<file path="config.mk">
export PLATFORM = sky130hd
export DESIGN_NAME = usb_ep_err_tagger
export DESIGN_NICKNAME = d
export VERILOG_FILES = /design/src/rtl/usb_err_pkg.sv /design/src/rtl/ep_pkt_classify.sv /design/src/rtl/ep_uframe_track.sv /design/src/rtl/usb_ep_err_tagger.sv
export SDC_FILE = /design/constraint.sdc
export NUM_CORES = 1
export LEC_CHECK = 0
export BUFFER_PORTS_ARGS = -buffer_cell sky130_fd_sc_hd__buf_4
export CORE_ASPECT_RATIO = 0.9
export CORE_UTILIZATION = 36
export CTS_BUF_LIST = sky130_fd_sc_hd__clkbuf_16
export DETAILED_ROUTE_END_ITERATION = 12
export HOLD_SLACK_MARGIN = 0.02
export PLACE_DENSITY_LB_ADDON = 0.3
export RECOVER_POWER = 25
export SKIP_LAST_GASP = 1
export SLEW_MARGIN = 20
export SYNTH_ARGS = -nofsm -noshare
export SYNTH_HDL_FRONTEND = slang
export SYNTH_HIERARCHICAL = 1
export SYNTH_SLANG_ARGS = --single-unit
export TNS_END_PERCENT = 1
</file>
<file path="constraint.sdc">
create_clock -name clk -period 2.7 [get_ports clk]
set_clock_uncertainty 0.15 [all_clocks]
set_input_delay 0.135 -clock clk [delete_from_list [all_inputs] [get_ports clk]]
set_output_delay 0.135 -clock clk [all_outputs]
set_load 0.03 [all_outputs]
</file>
<file path="src/rtl/usb_err_pkg.sv">
// Shared encodings for the endpoint error tagger.
// Assumes the descriptor status byte uses bit 5 for buffer errors and
// bit 3 for transaction errors.
package usb_err_pkg;
    localparam int BUF_ERR_BIT = 5;
    localparam int TXN_ERR_BIT = 3;

    typedef enum logic [1:0] {
        ERR_NONE = 2'd0,
        ERR_TXN  = 2'd1,
        ERR_BUF  = 2'd2
    } err_e;

    // Map an error class onto the descriptor status byte.
    function automatic logic [7:0] status_of(err_e e);
        logic [7:0] s;
        s = 8'h00;
        if (e == ERR_BUF) s[BUF_ERR_BIT] = 1'b1;
        if (e == ERR_TXN) s[TXN_ERR_BIT] = 1'b1;
        return s;
    endfunction
endpackage

</file>
<file path="src/rtl/ep_pkt_classify.sv">
// Combinational packet classifier.
// Decides for one completed packet whether it overflowed, had a CRC error,
// needs a retry, and whether a status write follows.
// Assumes MPS_W <= LEN_W. `blocked` gates out packets while the endpoint is
// halted or the pipe is dead.
module ep_pkt_classify #(
    parameter int MPS_W = 11,
    parameter int LEN_W = 16
) (
    input  logic             pkt_done,
    input  logic             pkt_rx,
    input  logic             pkt_crc_ok,
    input  logic             ep_iso,
    input  logic [LEN_W-1:0] pkt_bytes,
    input  logic [MPS_W-1:0] max_pkt,
    input  logic [LEN_W-1:0] buf_rem,
    input  logic             blocked,
    output logic             accept,
    output logic             ovf,
    output logic             iso_crc,
    output logic             retry,
    output logic             wr
);
    localparam int PAD_W = LEN_W - MPS_W;

    logic [LEN_W-1:0] mps_ext;
    logic             bad_crc;

    // Classify the packet against the size limits and the CRC result.
    always_comb begin
        mps_ext = {{PAD_W{1'b0}}, max_pkt};
        accept  = pkt_done && !blocked;
        ovf     = accept && pkt_rx && ((pkt_bytes > mps_ext) || (pkt_bytes > buf_rem));
        bad_crc = accept && pkt_rx && !pkt_crc_ok && !ovf;
        iso_crc = bad_crc && ep_iso;
        retry   = bad_crc && !ep_iso;
        wr      = accept && !retry;
    end
endmodule

</file>
<file path="src/rtl/ep_uframe_track.sv">
// Microframe fulfillment tracker.
// Counts accepted packets in each microframe and checks the count against
// the multiplier at the next start pulse. On a shortfall the pipe stays dead
// for one microframe. Assumes one start pulse per microframe. The first
// pulse after reset only primes the tracker.
module ep_uframe_track #(
    parameter int MULT_W = 2
) (
    input  logic              clk,
    input  logic              rst_n,
    input  logic              uframe_sof,
    input  logic              ep_iso,
    input  logic [MULT_W-1:0] mult,
    input  logic              pkt_in,
    output logic              short_now,
    output logic              dead
);
    localparam int CNT_W = MULT_W + 1;
    localparam logic [CNT_W-1:0] CNT_MAX = {CNT_W{1'b1}};

    logic [CNT_W-1:0] cnt_q;
    logic             primed_q;
    logic             dead_q;
    logic             take;

    // Shortfall decision and packet gating for the current cycle.
    always_comb begin
        take      = pkt_in && !dead_q;
        short_now = uframe_sof && ep_iso && primed_q && !dead_q &&
                    (cnt_q < {1'b0, mult});
    end

    // Per-microframe count, priming and dead-frame state.
    always_ff @(posedge clk) begin
        if (!rst_n) begin
            cnt_q    <= '0;
            primed_q <= 1'b0;
            dead_q   <= 1'b0;
        end else if (uframe_sof) begin
            primed_q <= 1'b1;
            dead_q   <= short_now;
            cnt_q    <= (take && !short_now) ? CNT_W'(1) : '0;
        end else if (take && cnt_q != CNT_MAX) begin
            cnt_q <= cnt_q + 1'b1;
        end
    end

    assign dead = dead_q;


    dead_entry_chk: assert property (@(posedge clk) disable iff (!rst_n)
        $rose(dead_q) |-> $past(uframe_sof));


    dead_exit_chk: assert property (@(posedge clk) disable iff (!rst_n)
        (dead_q && !uframe_sof) |=> dead_q);
endmodule

</file>
<file path="src/rtl/usb_ep_err_tagger.sv">
// Endpoint transfer error tagger (top).
// Turns classifier and tracker results into one registered descriptor
// status write per event, and keeps the halt/skip flag.
// Assumes pkt_done, uframe_sof and halt_clr are single-cycle pulses.
module usb_ep_err_tagger #(
    parameter int MPS_W  = 11,
    parameter int LEN_W  = 16,
    parameter int MULT_W = 2
) (
    input  logic              clk,
    input  logic              rst_n,
    input  logic              ep_iso,
    input  logic [MPS_W-1:0]  max_pkt,
    input  logic [LEN_W-1:0]  buf_rem,
    input  logic [MULT_W-1:0] mult,
    input  logic              pkt_done,
    input  logic              pkt_rx,
    input  logic [LEN_W-1:0]  pkt_bytes,
    input  logic              pkt_crc_ok,
    input  logic              uframe_sof,
    input  logic              halt_clr,
    output logic              sts_we,
    output logic [7:0]        dtd_status,
    output logic              ep_halt,
    output logic              skip_chain,
    output logic              retry_req,
    output logic              data_bad,
    output logic              dead_uframe
);
    import usb_err_pkg::*;

    logic       halt_q;
    logic       dead;
    logic       accept, ovf, iso_crc, retry, wr, short_now;
    logic       we_q, retry_q, bad_q;
    logic [7:0] sts_q;
    err_e       code;

    ep_pkt_classify #(.MPS_W(MPS_W), .LEN_W(LEN_W)) u_cls (
        .pkt_done(pkt_done), .pkt_rx(pkt_rx), .pkt_crc_ok(pkt_crc_ok),
        .ep_iso(ep_iso), .pkt_bytes(pkt_bytes), .max_pkt(max_pkt),
        .buf_rem(buf_rem), .blocked(halt_q || dead), .accept(accept),
        .ovf(ovf), .iso_crc(iso_crc), .retry(retry), .wr(wr)
    );

    ep_uframe_track #(.MULT_W(MULT_W)) u_trk (
        .clk(clk), .rst_n(rst_n), .uframe_sof(uframe_sof), .ep_iso(ep_iso),
        .mult(mult), .pkt_in(pkt_done && !halt_q), .short_now(short_now),
        .dead(dead)
    );

    // Error class priority: overflow, then shortfall, then isochronous CRC.
    always_comb begin
        if (ovf)                       code = ERR_BUF;
        else if (short_now || iso_crc) code = ERR_TXN;
        else                           code = ERR_NONE;
    end

    // Registered status write, retry and data-quality pulses.
    always_ff @(posedge clk) begin
        if (!rst_n) begin
            we_q    <= 1'b0;
            sts_q   <= 8'h00;
            retry_q <= 1'b0;
            bad_q   <= 1'b0;
        end else begin
            we_q    <= wr || short_now;
            sts_q   <= (wr || short_now) ? status_of(code) : 8'h00;
            retry_q <= retry;
            bad_q   <= iso_crc;
        end
    end

    // Halt flag: set by overflow, cleared only by software.
    always_ff @(posedge clk) begin
        if (!rst_n)        halt_q <= 1'b0;
        else if (ovf)      halt_q <= 1'b1;
        else if (halt_clr) halt_q <= 1'b0;
    end

    assign sts_we      = we_q;
    assign dtd_status  = sts_q;
    assign ep_halt     = halt_q;
    assign skip_chain  = halt_q;
    assign retry_req   = retry_q;
    assign data_bad    = bad_q;
    assign dead_uframe = dead;


    ovf_halt_chk: assert property (@(posedge clk) disable iff (!rst_n)
        (sts_we && dtd_status[BUF_ERR_BIT]) |-> ep_halt);


    code_excl_chk: assert property (@(posedge clk) disable iff (!rst_n)
        sts_we |-> !(dtd_status[BUF_ERR_BIT] && dtd_status[TXN_ERR_BIT]));


    retry_no_sts_chk: assert property (@(posedge clk) disable iff (!rst_n)
        retry_req |-> !sts_we);


    iso_no_retry_chk: assert property (@(posedge clk) disable iff (!rst_n)
        (pkt_done && ep_iso) |=> !retry_req);


    halt_hold_chk: assert property (@(posedge clk) disable iff (!rst_n)
        (ep_halt && !halt_clr) |=> ep_halt);


    halted_quiet_chk: assert property (@(posedge clk) disable iff (!rst_n)
        (ep_halt && pkt_done && !uframe_sof) |=> (!sts_we && !retry_req));
endmodule

</file>
==> results.py <==
metrics = {
    "worst_setup_path": {
        "path_buf_inv": 2,
        "worstSetupStartpointType": "input pin",
        "path_cells": "buf_4, inv_1, ha_1, a21o_1, a21oi_1, o21ai_0, o31ai_1, a31oi_1, o21a_1, and2_1",
        "cp_slowest_cell": "o31ai_1",
        "slowest_delay_ns": 0.42,
        "end_kind": "register",
        "arrival_ns": 1.99,
        "path_class": "in2reg",
        "worstPathRequired_ns": 2.68,
        "cp_max_fo": 4,
        "cp_top_family": "compound AO/OA/AOI/OAI gates",
    },
    "timing": {
        "rsz0062_at_grt": "false",
        "setup_viol": 0,
        "max_freq_ghz": 0.498,
        "post-route-min-period_ns": 2.01,
        "drv_slew": 0,
        "fin_tns_setup_ns": 0,
        "timing.hold.ws_ns": 0.0593,
        "hold_violations": 0,
        "period_share_pct": 74.4,
    },
    "detailed_routing": {
        "drt_iter0_drc": 33,
        "wirelength_mm": 2.77,
        "antenna_left": 0,
        "vias_per_cell": 4.62,
        "vias": 1228,
        "routedWlPerCell_um": 10.4,
        "first_pass_iters": 4,
        "drc": 0,
    },
    "logic_synthesis": {
        "synth_ff_type": "dfxtp_1",
        "yosysSeqAreaShare_pct": 17.2,
        "synth_edf_count": 0,
        "yosys_warnings": 6,
        "synth_cell_types": 39,
        "avgSynthCellArea_um2": 8.17,
        "ys_async_sr_fraction_pct": 0,
        "synthesis.area_um2": 1280,
        "ys_seq_elements": 11,
        "synthCells": 157,
    },
    "floorplan": {
        "die_w_um": 64.9,
        "die_h_um": 58.6,
        "dieArea_um2": 3810,
        "core_um2": 3380,
        "rows": 20,
        "io_pins": 67,
        "start_util_pct": 38.0,
    },
    "clock_network": {
        "clock_latency_ns": 0.24,
        "path_clk_slew_ns": 0.04,
        "cts_tree": "built",
        "cts-resized-gates": 0,
        "cts_sinks": 11,
        "clk_path_buf_depth": 2,
        "cts_made_buffers": 3,
        "post_cts_buffers": 0,
        "cts_hold_buf": 3,
        "cts_root_buf": "clkbuf_16",
        "htree_levels": 1,
    },
    "power": {
        "leakagePower_nw": 1.01,
        "vdd.ir_drop.worst_v": 0.000284,
        "intPower_mw": 0.474,
        "power_density_nw_per_um2": 352,
        "p_sw_mw": 0.176,
        "p_sw_share_pct": 27.0,
        "power_frac_comb_pct": 33.1,
        "clkPwrFrac_pct": 40.1,
        "seqPwrFrac_pct": 26.8,
    },
    "run": {
        "max-cap-violations": 0,
    },
    "cells_and_area": {
        "antenna_cells": 0,
        "finalNetCount": 306,
        "fin_cells": 266,
        "layout-drive-gt1-share_pct": 29.7,
        "syn_to_final_growth_pct": 44.1,
    },
    "placed_design": {
        "place_hpwl_mm": 2.48,
        "gp_congestion": 0.796,
        "post-place-cells": 259,
        "portBuffers": 60,
    },
    "status": {
        "status": "complete, no violations",
    },
    "min_path": {
        "hold_class": "in2reg",
    },
    "global_route": {
        "grt_max_degree": 10,
        "grt_usage_pct": 16.5,
        "first_global_vias": 1190,
        "grt_overflow": 0,
        "grt_pass1_wl_mm": 4.87,
        "antenna_found_initial": 0,
    },
}
## final cells by class
type	count	area (µm²)
inverter	29	109
tap	44	55.1
clock inverter	1	3.75
clock buffer	3	75.1
timing repair buffer	63	465
sequential	11	220
multi-input combinational	115	920
fill	316	1530
## kinds of logic (layout without fill, tap and decap cells)
kind of cell / Yosys count / in the layout / share of synthesized area, %
multiplexers: 2 / 2 / 1.56
adder cells (fa/ha/maj): 30 / 30 / 29.3
XOR/XNOR: 1 / 1 / 0.683
AND/OR/NAND/NOR: 44 / 44 / 20.7
AO/OA/AOI/OAI: 32 / 32 / 17.8
other: 1 / 6 / 0.292
buffers and inverters: 36 / 96 / 12.6
flip-flops: 11 / 11 / 17.2
## placed cells by master (no fill, tap or decap), types with 2 or more instances in the layout
cell / synthesis / final
dfxtp_1: 11 / 11
ha_1: 30 / 30
clkbuf_16: 0 / 3
and2_2: 2 / 2
dlygate4sd3_1: 0 / 3
nor2_1: 4 / 4
nand2b_1: 3 / 3
a21o_1: 2 / 2
nand4_1: 5 / 5
o21a_1: 4 / 4
buf_4: 7 / 56
and2_1: 2 / 2
conb_1: 1 / 6
inv_1: 29 / 30
o21ai_0: 4 / 4
and3_1: 3 / 3
clkbuf_1: 0 / 4
nand3_1: 3 / 3
nor3_1: 2 / 2
nor2b_1: 5 / 5
nor4_1: 3 / 3
mux2i_1: 2 / 2
a31oi_1: 2 / 2
nand2_1: 5 / 5
a21oi_1: 11 / 11
## registers in the layout, indices dropped and copies added, names as in the netlist
signal	flops
data_bad	1
u_trk/cnt_q	3
u_trk/dead	1
sts_we	1
retry_req	1
ep_halt	1
u_trk/primed_q	1
dtd_status	2
## metrics by stage
step	area, µm²	setup WS [ns]	total power, mW	util, %
floorplan	1300	0.687	0.304	-
global placement	1750	0.445	0.389	51.9
detailed placement	1750	0.454	0.391	51.9
CTS	1860	0.694	0.661	55.1
global route	1850	0.548	0.695	54.7
finish	1850	0.691	0.650	54.7
## final timing paths
kind | start | end | slack, ns | depth (start not counted)
hold / removal | halt_clr | ep_halt | 0.06 | 3
setup / recovery | max_pkt[9] | dtd_status[5] | 0.69 | 10
hold reg to reg | u_trk/cnt_q[2] | u_trk/cnt_q[2] | 0.39 | 2
setup reg to reg | u_trk/dead | dtd_status[3] | 0.93 | 7
## synth_stat cells (2+ instances only)
cell type  number  share of area, %
nor2b_1         5               2.4
nor2_1          4               1.2
ha_1           30                29
nor3_1          2              0.78
o21ai_0         4               1.6
and2_1          2              0.98
a21o_1          2               1.2
buf_4           7               4.1
and3_1          3               1.5
nand2b_1        3               1.5
a31oi_1         2              0.98
inv_1          29               8.5
nand4_1         5               2.4
a21oi_1        11               4.3
nand2_1         5               1.5
nor4_1          3               1.5
and2_2          2               1.2
mux2i_1         2               1.6
nand3_1         3               1.2
dfxtp_1        11                17
o21a_1          4               2.3
## worst min-delay path, delay by kind of cell
family / cells / cell delay, ns
AOI/OAI and AO/OA: 1 / 0.15
buffers and inverters: 1 / 0.08
and+or+nand+nor: 1 / 0.03
## per-layer routing
metal | up-vias | global-route usage (%) | share of wire (%)
met4 | 0 | 5.08 | 0
met1 | 523 | 22.1 | 50
met2 | 33 | 26.0 | 45
li1 | 672 | - | -
met3 | 0 | 4.07 | 5.6
met5 | - | 0 | 0
## power groups by stage
| stage | clock, mW | sequential (mW) | combinational (mW) |
|---|---|---|---|
| CTS | 0.269 | 0.174 | 0.219 |
| detailed placement | 0 | 0.177 | 0.214 |
| global placement | 0 | 0.177 | 0.213 |
| finish | 0.261 | 0.174 | 0.215 |
| global route | 0.274 | 0.175 | 0.246 |
| floorplan | 0 | 0.182 | 0.122 |
Note: power is estimated with default switching activity, not from simulation.
